$ cat src/rtl/brc_pkg.sv
package brc_pkg;

  // Kind of ROM access chosen when a request is taken
  typedef enum logic {
    ACC_FULL  = 1'b0,
    ACC_BURST = 1'b1
  } acc_kind_e;

  localparam int CNT_W = 2;

  localparam logic [CNT_W-1:0] FULL_SHORT_ST = 2'd2;
  localparam logic [CNT_W-1:0] FULL_LONG_ST  = 2'd3;
  localparam logic [CNT_W-1:0] BURST_FAST_ST = 2'd1;
  localparam logic [CNT_W-1:0] BURST_SLOW_ST = 2'd2;
  // State at whose end the wait input is sampled
  localparam logic [CNT_W-1:0] WAIT_SAMPLE_ST = 2'd2;

endpackage

$ cat src/rtl/brc_seq_check.sv
module brc_seq_check #(
  parameter int ADDR_W     = 24,
  parameter int SHORT_LOG2 = 2,
  parameter int LONG_LOG2  = 3
) (
  input  logic [ADDR_W-1:0] cur_addr,
  input  logic [ADDR_W-1:0] new_addr,
  input  logic              long_blk,
  output logic              is_next
);
  // Byte-address bits that index a word inside one block
  localparam int SHORT_SH = SHORT_LOG2 + 1;
  localparam int LONG_SH  = LONG_LOG2 + 1;

  logic [ADDR_W-1:0] word_new;
  logic [ADDR_W-1:0] word_inc;
  logic              same_blk;

  always_comb begin
    word_new = new_addr & ~ADDR_W'(1);
    word_inc = cur_addr + ADDR_W'(2);
    if (long_blk) same_blk = (word_new >> LONG_SH) == (cur_addr >> LONG_SH);
    else          same_blk = (word_new >> SHORT_SH) == (cur_addr >> SHORT_SH);
    is_next = (word_new == word_inc) && same_blk;
  end

endmodule

$ cat src/rtl/brc_len_calc.sv
module brc_len_calc
  import brc_pkg::*;
(
  input  acc_kind_e        kind,
  input  logic             three_state,
  input  logic             slow_burst,
  output logic [CNT_W-1:0] n_states,
  output logic             wait_ok
);
  always_comb begin
    if (kind == ACC_BURST) begin
      n_states = slow_burst ? BURST_SLOW_ST : BURST_FAST_ST;
      wait_ok  = 1'b0;
    end else begin
      n_states = three_state ? FULL_LONG_ST : FULL_SHORT_ST;
      wait_ok  = three_state;
    end
  end
endmodule

$ cat src/rtl/burst_rom_ctrl.sv
module burst_rom_ctrl
  import brc_pkg::*;
#(
  parameter int ADDR_W     = 24,
  parameter int DATA_W     = 16,
  parameter int SHORT_LOG2 = 2,
  parameter int LONG_LOG2  = 3
) (
  input  logic              clk,
  input  logic              rst,
  input  logic              cpu_req,
  input  logic [ADDR_W-1:0] cpu_addr,
  input  logic              cpu_fetch,
  output logic              cpu_rdy,
  output logic [DATA_W-1:0] cpu_rdata,
  input  logic              cfg_burst_en,
  input  logic              cfg_burst_long,
  input  logic              cfg_burst_slow,
  input  logic              cfg_ast3,
  input  logic              cfg_bus8,
  output logic [ADDR_W-1:0] rom_addr,
  output logic              rom_cs,
  output logic              rom_rd,
  input  logic              rom_wait,
  input  logic [DATA_W-1:0] rom_data
);
  localparam int BYTE_W = DATA_W / 2;

  // Access state
  logic             busy_q, busy_d;
  logic [CNT_W-1:0] cnt_q, cnt_d;
  logic [CNT_W-1:0] len_q, len_d;
  logic             wait_ok_q, wait_ok_d;
  logic             bus8_q, bus8_d;
  logic             ph_q, ph_d;
  logic             chain_q, chain_d;
  logic             long_q, long_d;
  logic [ADDR_W-1:0] word_q, word_d;
  logic [BYTE_W-1:0] hi_q, hi_d;
  // Registered outputs
  logic [ADDR_W-1:0] raddr_q, raddr_d;
  logic             cs_q, cs_d;
  logic             rdy_q, rdy_d;

  logic             last_st, word_end, can_take, take, seq_ok, cont;
  acc_kind_e        new_kind;
  logic [CNT_W-1:0] new_len;
  logic             new_wait_ok;
  logic [ADDR_W-1:0] req_word;

  assign req_word = cpu_addr & ~ADDR_W'(1);

  brc_seq_check #(
    .ADDR_W     (ADDR_W),
    .SHORT_LOG2 (SHORT_LOG2),
    .LONG_LOG2  (LONG_LOG2)
  ) u_seq (
    .cur_addr (word_q),
    .new_addr (cpu_addr),
    .long_blk (long_q),
    .is_next  (seq_ok)
  );

  brc_len_calc u_len (
    .kind        (new_kind),
    .three_state (cfg_ast3),
    .slow_burst  (cfg_burst_slow),
    .n_states    (new_len),
    .wait_ok     (new_wait_ok)
  );

  always_comb begin
    last_st  = busy_q && (cnt_q == len_q);
    word_end = last_st && (!bus8_q || ph_q);
    can_take = !busy_q || word_end;
    take     = can_take && cpu_req;
    cont     = take && busy_q && chain_q && cpu_fetch && cfg_burst_en && seq_ok;
    new_kind = cont ? ACC_BURST : ACC_FULL;
  end

  always_comb begin
    busy_d    = busy_q;
    cnt_d     = cnt_q;
    len_d     = len_q;
    wait_ok_d = wait_ok_q;
    bus8_d    = bus8_q;
    ph_d      = ph_q;
    chain_d   = chain_q;
    long_d    = long_q;
    word_d    = word_q;
    hi_d      = hi_q;
    raddr_d   = raddr_q;
    cs_d      = cs_q;
    if (take) begin
      busy_d    = 1'b1;
      cnt_d     = CNT_W'(1);
      len_d     = new_len;
      wait_ok_d = new_wait_ok;
      bus8_d    = cfg_bus8 && !cfg_burst_en;
      ph_d      = 1'b0;
      chain_d   = cpu_fetch && cfg_burst_en;
      if (!cont) long_d = cfg_burst_long;
      word_d    = req_word;
      raddr_d   = req_word;
      cs_d      = 1'b1;
    end else if (busy_q) begin
      if (last_st) begin
        if (bus8_q && !ph_q) begin
          // even byte done: keep it, go on to the odd byte
          hi_d    = rom_data[BYTE_W-1:0];
          ph_d    = 1'b1;
          cnt_d   = CNT_W'(1);
          raddr_d = word_q | ADDR_W'(1);
        end else begin
          busy_d  = 1'b0;
          chain_d = 1'b0;
          cs_d    = 1'b0;
        end
      end else if (wait_ok_q && (cnt_q == WAIT_SAMPLE_ST) && rom_wait) begin
        cnt_d = cnt_q;
      end else begin
        cnt_d = cnt_q + CNT_W'(1);
      end
    end
    rdy_d = busy_d && (cnt_d == len_d) && (!bus8_d || ph_d);
  end

  always_ff @(posedge clk) begin
    if (rst) begin
      busy_q    <= 1'b0;
      cnt_q     <= '0;
      len_q     <= '0;
      wait_ok_q <= 1'b0;
      bus8_q    <= 1'b0;
      ph_q      <= 1'b0;
      chain_q   <= 1'b0;
      long_q    <= 1'b0;
      word_q    <= '0;
      hi_q      <= '0;
      raddr_q   <= '0;
      cs_q      <= 1'b0;
      rdy_q     <= 1'b0;
    end else begin
      busy_q    <= busy_d;
      cnt_q     <= cnt_d;
      len_q     <= len_d;
      wait_ok_q <= wait_ok_d;
      bus8_q    <= bus8_d;
      ph_q      <= ph_d;
      chain_q   <= chain_d;
      long_q    <= long_d;
      word_q    <= word_d;
      hi_q      <= hi_d;
      raddr_q   <= raddr_d;
      cs_q      <= cs_d;
      rdy_q     <= rdy_d;
    end
  end

  assign rom_addr  = raddr_q;
  assign rom_cs    = cs_q;
  assign rom_rd    = cs_q;
  assign cpu_rdy   = rdy_q;
  assign cpu_rdata = bus8_q ? {hi_q, rom_data[BYTE_W-1:0]} : rom_data;

endmodule

$ cat config.mk
export PLATFORM = sky130hd
export DESIGN_NAME = burst_rom_ctrl
export DESIGN_NICKNAME = d
export VERILOG_FILES = /design/src/rtl/brc_pkg.sv /design/src/rtl/brc_seq_check.sv /design/src/rtl/brc_len_calc.sv /design/src/rtl/burst_rom_ctrl.sv
export SDC_FILE = /design/constraint.sdc
export NUM_CORES = 1
export LEC_CHECK = 0
export CAP_MARGIN = 20
export CORE_MARGIN = 2
export CORE_UTILIZATION = 43
export CTS_CLUSTER_DIAMETER = 40
export DETAILED_ROUTE_END_ITERATION = 6
export PLACE_DENSITY = 0.78
export SLEW_MARGIN = 15
export SYNTH_ARGS = -nofsm -noshare
export SYNTH_HDL_FRONTEND = slang
export SYNTH_HIERARCHICAL = 1
export SYNTH_SLANG_ARGS = --single-unit
$ cat constraint.sdc
create_clock -name clk -period 2.8 [get_ports clk]
set_input_delay 0.28 -clock clk [delete_from_list [all_inputs] [get_ports clk]]
set_output_delay 0.28 -clock clk [all_outputs]
set_load 0.01 [all_outputs]
==> flow_metrics.tcl, run 1 <==
set metrics [dict create \
    status "complete, but fails checks" \
    failed_checks "negative setup slack" \
    antennaDiodeCount 0 \
    seq_area_mm2 0.00135 \
    dp_hpwl_um 5910 \
    grt_max_degree 73 \
    io_pins 93 \
    fin_crit_sh_pct 112 \
    viasPerCell 5.30 \
    clk_latency_ns 0.34 \
    arrival_ns 3.37 \
    timing.fmax_mhz 319 \
    p_sw_uw 689 \
    clock_sinks 67 \
    htree_levels 3 \
    cts_buffers 9 \
    routed-via-count 3291 \
    pre_cts_ws_ns -0.764 \
    fp.coreArea_mm2 0.00733 \
    powerDensity_mw_per_mm2 510 \
    async_flop_share_pct 0 \
    crit_fanout 3 \
    grt_pass1_vias 3159 \
    cp.required_ns 3.03 \
    clkSlewWorstSetupHoldPaths_ns 0.07 \
    comb_power_share_pct 23.9 \
    gp_congestion 0.857 \
    switching_share_pct 28.3 \
    areaGrowthSynthToFinish_pct 44.9 \
    clk_path_buf_depth 2 \
    synthTopCellsByArea "dfxtp_1 41%, nand2_1 14%, a311oi_1 6.4%" \
    fin_ws_ns -0.339 \
    fillers 601 \
    yosysTopAreaCellShare_pct 40.7 \
    drc 0 \
    setup_violations 3 \
    power.share.sequential_pct 44.6 \
    endpoint_kind "flop" \
    gr-total-overflow 0 \
    hold_path.class "in -> reg" \
    drive_gt1_share_pct 18.0 \
    core.rowCount 31 \
    crit_path_max_incr_delay_ns 0.56 \
    seq_area_frac_synth_pct 40.7 \
    syn_nets 465 \
    cp_slowest_cell "or4_4" \
    maxSlewHeadroom_pct 51.1 \
    grt_usage_pct 21.7 \
    fin_nets 571 \
    tightest_slew_ns 0.734 \
    drt_iter0_markers 170 \
    final_cell_area_mm2 0.00477 \
    worstSetupStartpointType "flop" \
    fin_skew_ns 0.00503 \
    ir_worst_vdd_v 0.000261 \
    cts-root-buf "clkbuf_8" \
    dieArea_mm2 0.00837 \
    clkPwrFrac_pct 31.6 \
    finalHoldViolations 0 \
    drv_slew 0 \
    drv_cap 0 \
    avgSynthCellArea_um2 7.97 \
    drt_first_pass_iters 4 \
    post_drt_wl_per_cell_um 14.7 \
    cts_hold_buf 0 \
    synth_top_cell_by_area "dfxtp_1" \
    placed_cell_area_mm2 0.00439 \
    initial_core_util_pct 44.9 \
    cp_cell_sequence "xor2_4 > xnor2_1 > or4_4 > nor4_4 > and3_4 > nand3_4 > nor2_4 > nand2b_4 > nand2b_4 > nand2_1 > or4_1 > o211ai_1 > xnor2_1 > a2111oi_2" \
    final_core_util_pct 65.1 \
    synth_flop_cell "dfxtp_1" \
    path_class "reg -> reg" \
    grt_pass1_wl_um 14800 \
    multi_input_area_mm2 0.00186 \
    yosys_register_bits 67 \
    rsz0062_at_grt "true" \
    antenna_found_initial 0 \
    cts_tree "done" \
    syn-cell-area_mm2 0.00329 \
    drt-total-wl_um 9140 \
    p_int_uw 1740 \
    syn_inst 413 \
    yosysWarnings 6 \
    io_buffer_count 91 \
    ant_nets 0 \
    synth_edf_count 0 \
    hold_slack_ns 0.363 \
    synth_cell_types 47 \
    leakage_uw 0.00182 \
    period_needed_ns 3.14 \
    dieWidth_um 91.5 \
    die-height_um 91.5 \
]
==> routing by layer <==
layer  GRT usage [%]  vias to the layer above  wire length (µm)
met4            8.08                        0               158
li1                -                     1612                 -
met3            3.82                       17               463
met2            36.7                      103              4550
met5               0                        -                 0
met1            27.5                     1559              3970
==> state kept, by name, indices dropped and copies added, names as in the netlist <==
register	flops
cnt_q	2
rom_addr	24
len_q	2
cpu_rdy	1
ph_q	1
wait_ok_q	1
busy_q	1
rom_cs	1
chain_q	1
long_q	1
word_q	23
bus8_q	1
hi_q	8
==> area by class of cell <==
class                           count  area share, %
Clock buffer                       11           2.96
Clock inverter                      3          0.839
Inverter                            7          0.551
Multi-Input combinational cell    304           39.1
Sequential cell                    67           28.4
Tap cell                           99           2.60
Timing Repair Buffer              130           25.6
==> cell usage in the layout, fill, tap and decap left out, types with 3 or more instances in the layout <==
master,synthesis,routed
a21oi_1,36,35
a311oi_1,24,24
buf_4,9,33
buf_6,0,5
clkbuf_8,1,10
clkdlybuf4s50_1,0,81
dfxtp_1,67,62
dfxtp_2,0,3
dlygate4sd2_1,0,8
inv_1,7,7
mux2_2,8,8
nand2_1,119,117
nand3_1,7,5
nor2_1,33,32
nor2b_1,3,3
nor4_1,5,3
o21ai_0,4,3
xnor2_1,8,6
xor2_1,17,16
==> power by group through the flow <==
| stage | logic, µW | clock network [µW] | registers [µW] |
|---|---|---|---|
| floorplan | 280 | 0 | 1110 |
| CTS | 565 | 778 | 1080 |
| global placement | 541 | 0 | 1100 |
| global route | 627 | 833 | 1090 |
| detailed placement | 553 | 0 | 1100 |
| finish | 581 | 768 | 1080 |
==> through the flow <==
stage	setup TNS [ns]	std cells	power, µW
floorplan	0	413	1390
global placement	-1.59	597	1640
detailed placement	-1.78	597	1660
CTS	-0.303	620	2430
global route	-1.15	621	2550
finish	-0.786	621	2430
==> kinds of logic (layout without fill, tap and decap cells) <==
family	count (synthesis)	count (layout)	synth area share [%]
muxes	9	9	3.04
and+or+nand+nor	186	186	24.0
xor gates and xnor gates	27	27	7.64
AOI/OAI and AO/OA	79	79	17.0
DFF	67	67	40.7
buffers and inverters	42	151	6.69
other	1	1	0.114
adders and majority gates	2	2	0.760
==> synth_stat cells (all sizes together), types with 3 or more instances <==
master / count
inv: 7
nor4: 6
buf: 24
clkbuf: 11
nand2: 119
a311oi: 24
mux2: 8
a21oi: 36
xnor2: 8
nand3: 7
o21ai: 5
nor2b: 4
nor2: 34
xor2: 19
dfxtp: 67
nand2b: 3
==> final timing paths <==
path / start / endpoint / slack (ns) / cells past startpoint
hold / removal: cpu_addr[19] / word_q[19]$_SDFFE_PP0P_ / 0.36 / 3
setup reg to reg: word_q[4]$_SDFFE_PP0P_ / cpu_rdy$_SDFF_PP0_ / -0.34 / 14
hold reg to reg: hi_q[7]$_SDFFE_PP0P_ / hi_q[7]$_SDFFE_PP0P_ / 0.45 / 2
setup / recovery: word_q[4]$_SDFFE_PP0P_ / cpu_rdy$_SDFF_PP0_ / -0.34 / 14
==> what timing repair did <==
action	CTS	global route
resized for setup	17	17
pin swaps	5	8
endpoints found under the setup margin	3	4
endpoints found under the hold margin	0	0
setup buffers	9	4
==> worst max-delay path, delay by kind of cell (launching register included) <==
family | cells | cell delay (ns)
xor gates and xnor gates | 3 | 0.41
DFF | 1 | 0.37
and+or+nand+nor | 9 | 1.93
AOI/OAI and AO/OA | 2 | 0.35
(Power assumes the default switching activity.)
==> run 2, diff against run 1 <==
--- a/config.mk
+++ b/config.mk
@@ -8,10 +8,9 @@
 export CAP_MARGIN = 20
 export CORE_MARGIN = 2
 export CORE_UTILIZATION = 43
-export CTS_CLUSTER_DIAMETER = 40
 export DETAILED_ROUTE_END_ITERATION = 6
 export PLACE_DENSITY = 0.78
-export SLEW_MARGIN = 15
+export REMOVE_ABC_BUFFERS = 1
 export SYNTH_ARGS = -nofsm -noshare
 export SYNTH_HDL_FRONTEND = slang
 export SYNTH_HIERARCHICAL = 1
==> run 2 against run 1 <==
The flow still finishes with violations (negative setup slack). Routed wire length shrank 1.5%. First-iteration DRC count rose by 13%. Register-to-register slack improved by 0.04 ns. Count of clock-buffer cells in the layout decreased by 1. Critical endpoint unchanged. Largest cell class unchanged. Highest routed layer unchanged.
==> flow_metrics.tcl, run 2 (synthesis results as in run 1) <==
set metrics [dict create \
    cp_cell_sequence "ha_1 > xor2_1 > nor4_2 > nand4_1 > nor4_2 > and3_1 > nand3_2 > nor2_4 > nand2b_1 > nand2b_1 > nand2_1 > or4_1 > o211ai_1 > xnor2_1 > a2111oi_2" \
    crit_fanout 2 \
    io_buffer_count 91 \
    period_needed_ns 3.10 \
    hold_path.class "in -> reg" \
    htree_levels 3 \
    cp_slowest_cell "or4_1" \
    cts_hold_buf 0 \
    cts-root-buf "clkbuf_8" \
    status "complete, but fails checks" \
    leakage_uw 0.00185 \
    finalHoldViolations 0 \
    fp.coreArea_mm2 0.00733 \
    largest_register_ff_count 24 \
    grt_usage_pct 21.5 \
    powerDensity_mw_per_mm2 538 \
    failed_checks "negative setup slack" \
    r2r_cells 15 \
    cp.required_ns 3.04 \
    grt_pass1_vias 3203 \
    gp_congestion 0.940 \
    fin_ws_ns -0.303 \
    grt_max_degree 73 \
    cts_tree "done" \
    worstSetupEndpoint "cpu_rdy$_SDFF_PP0_" \
    drv_slew 0 \
    drv_cap 0 \
    fin_crit_sh_pct 111 \
    cts_buffers 9 \
    initial_core_util_pct 44.9 \
    io_pins 93 \
    clock_sinks 67 \
    drc 0 \
    crit_start "word_q[1]$_SDFFE_PP0P_" \
    routed-via-count 3296 \
    rsz0062_at_grt "true" \
    clk_latency_ns 0.34 \
    ant_nets 0 \
    grt_pass1_wl_um 14700 \
    viasPerCell 5.22 \
    mostFrequentLayoutCell "nand2_1" \
    fin_nets 579 \
    fin_setup_tns_ns -0.475 \
    clk_path_buf_depth 2 \
    post_drt_wl_per_cell_um 14.2 \
    drt_iter0_markers 192 \
    arrival_ns 3.35 \
    timing.fmax_mhz 322 \
    reg2reg_setup_slack_ns -0.30 \
    timing.rr.end "cpu_rdy$_SDFF_PP0_" \
    drt-total-wl_um 9000 \
    drt_first_pass_iters 5 \
    die-height_um 91.5 \
    core.rowCount 31 \
    drive_gt1_share_pct 18.0 \
    ir_worst_vdd_v 0.000385 \
    dieArea_mm2 0.00837 \
    maxSlewHeadroom_pct 46.9 \
    endpoint_kind "flop" \
    finalPower_uw 2580 \
    fin_skew_ns 0.00748 \
    gr-total-overflow 0 \
    antenna_found_initial 1 \
    path_class "reg -> reg" \
    clkSlewWorstSetupHoldPaths_ns 0.07 \
    dp_hpwl_um 5930 \
    setup_violations 3 \
    worstSetupStartpointType "flop" \
    crit_path_max_incr_delay_ns 0.40 \
    final_core_util_pct 65.4 \
    layout_common_cells "118 x nand2_1, 83 x clkdlybuf4s50_1, 64 x dfxtp_1" \
    r2r-start "word_q[1]$_SDFFE_PP0P_" \
    areaGrowthSynthToFinish_pct 45.5 \
    tightest_slew_ns 0.797 \
    dieWidth_um 91.5 \
]
[run 2: metrics by stage]
step / worst slack, ns / hold WS, ns / std cells / instance area, µm²
after global routing: -0.450 / 0.275 / 631 / 4790
after global placement: -0.663 / 0.440 / 610 / 4460
after floorplan: -0.905 / 0.349 / 378 / 3100
after CTS: -0.211 / 0.355 / 629 / 4750
final: -0.303 / 0.259 / 632 / 4790
after detailed placement: -0.756 / 0.445 / 610 / 4460
[run 2: final cells by class]
class / instances / area, µm²
Sequential cell: 67 / 1350
Timing Repair Buffer: 138 / 1280
Inverter: 7 / 26.3
Clock buffer: 10 / 138
Tap cell: 99 / 124
Clock inverter: 6 / 88.8
Multi-Input combinational cell: 304 / 1790
Antenna cell: 1 / 2.50
Fill cell: 605 / 2540
[run 2: how the worst min path moves through the flow]
stage | cells past startpoint | end | from | slack, ns
after floorplan | 1 | bus8_q$_SDFF_PP0_ | rst | 0.35
after global placement | 2 | hi_q[5]$_SDFFE_PP0P_ | hi_q[5]$_SDFFE_PP0P_ | 0.44
after detailed placement | 2 | hi_q[7]$_SDFFE_PP0P_ | hi_q[7]$_SDFFE_PP0P_ | 0.44
after CTS | 3 | word_q[21]$_SDFFE_PP0P_ | cpu_addr[21] | 0.36
after global routing | 3 | word_q[16]$_SDFFE_PP0P_ | cpu_addr[16] | 0.28
final | 3 | word_q[16]$_SDFFE_PP0P_ | cpu_addr[16] | 0.26
[run 2: worst max-delay path: cells and delay by family, from the launching register on]
kind                     cells  cell delay (ns)
XOR/XNOR                     2             0.29
flip-flops                   1             0.33
AND/OR/NAND/NOR             10             1.67
AO/OA/AOI/OAI                2             0.41
adder cells (fa/ha/maj)      1             0.31
[run 2: routing by layer]
layer  global-route usage, %  vias to the layer above  part of all wire, %
li1                        -                     1627                    -
met1                    25.7                     1562                   42
met2                    36.9                      101                   50
met3                    6.64                        6                  6.7
met4                    6.06                        0                 0.64
met5                       0                        -                    0
[run 2: report_power, final]
part | switching [µW] | internal (µW) | leakage (µW)
combinational | 283 | 309 | 0.00119
clock | 379 | 525 | 0.000108
sequential | 55.0 | 1030 | 0.000553
total | 716 | 1860 | 0.00185
[run 2: what timing repair did]
action / in CTS / in global routing
gates resized for setup: 17 / 5
setup buffers: 3 / 2
endpoints found under the setup margin: 3 / 3
pin swaps: 11 / 11
gates cloned: 0 / 0
==> run 3, diff against run 2 <==
--- a/config.mk
+++ b/config.mk
@@ -5,6 +5,7 @@
 export SDC_FILE = /design/constraint.sdc
 export NUM_CORES = 1
 export LEC_CHECK = 0
+export ABC_CLOCK_PERIOD_IN_PS = 2800
 export CAP_MARGIN = 20
 export CORE_MARGIN = 2
 export CORE_UTILIZATION = 43
==> constraint.sdc (replaced) <==
create_clock -name clk -period 2.8 [get_ports clk]
set_input_delay 0.28 -clock clk [delete_from_list [all_inputs] [get_ports clk]]
set_output_delay 0.28 -clock clk [all_outputs]
set_load 0.02 [all_outputs]
==> results of run 3 <==
The final DEF is identical to that of run 2. Status: complete, but fails checks: negative setup slack.
Main changes from that run: total power 2580 µW -> 2620 µW
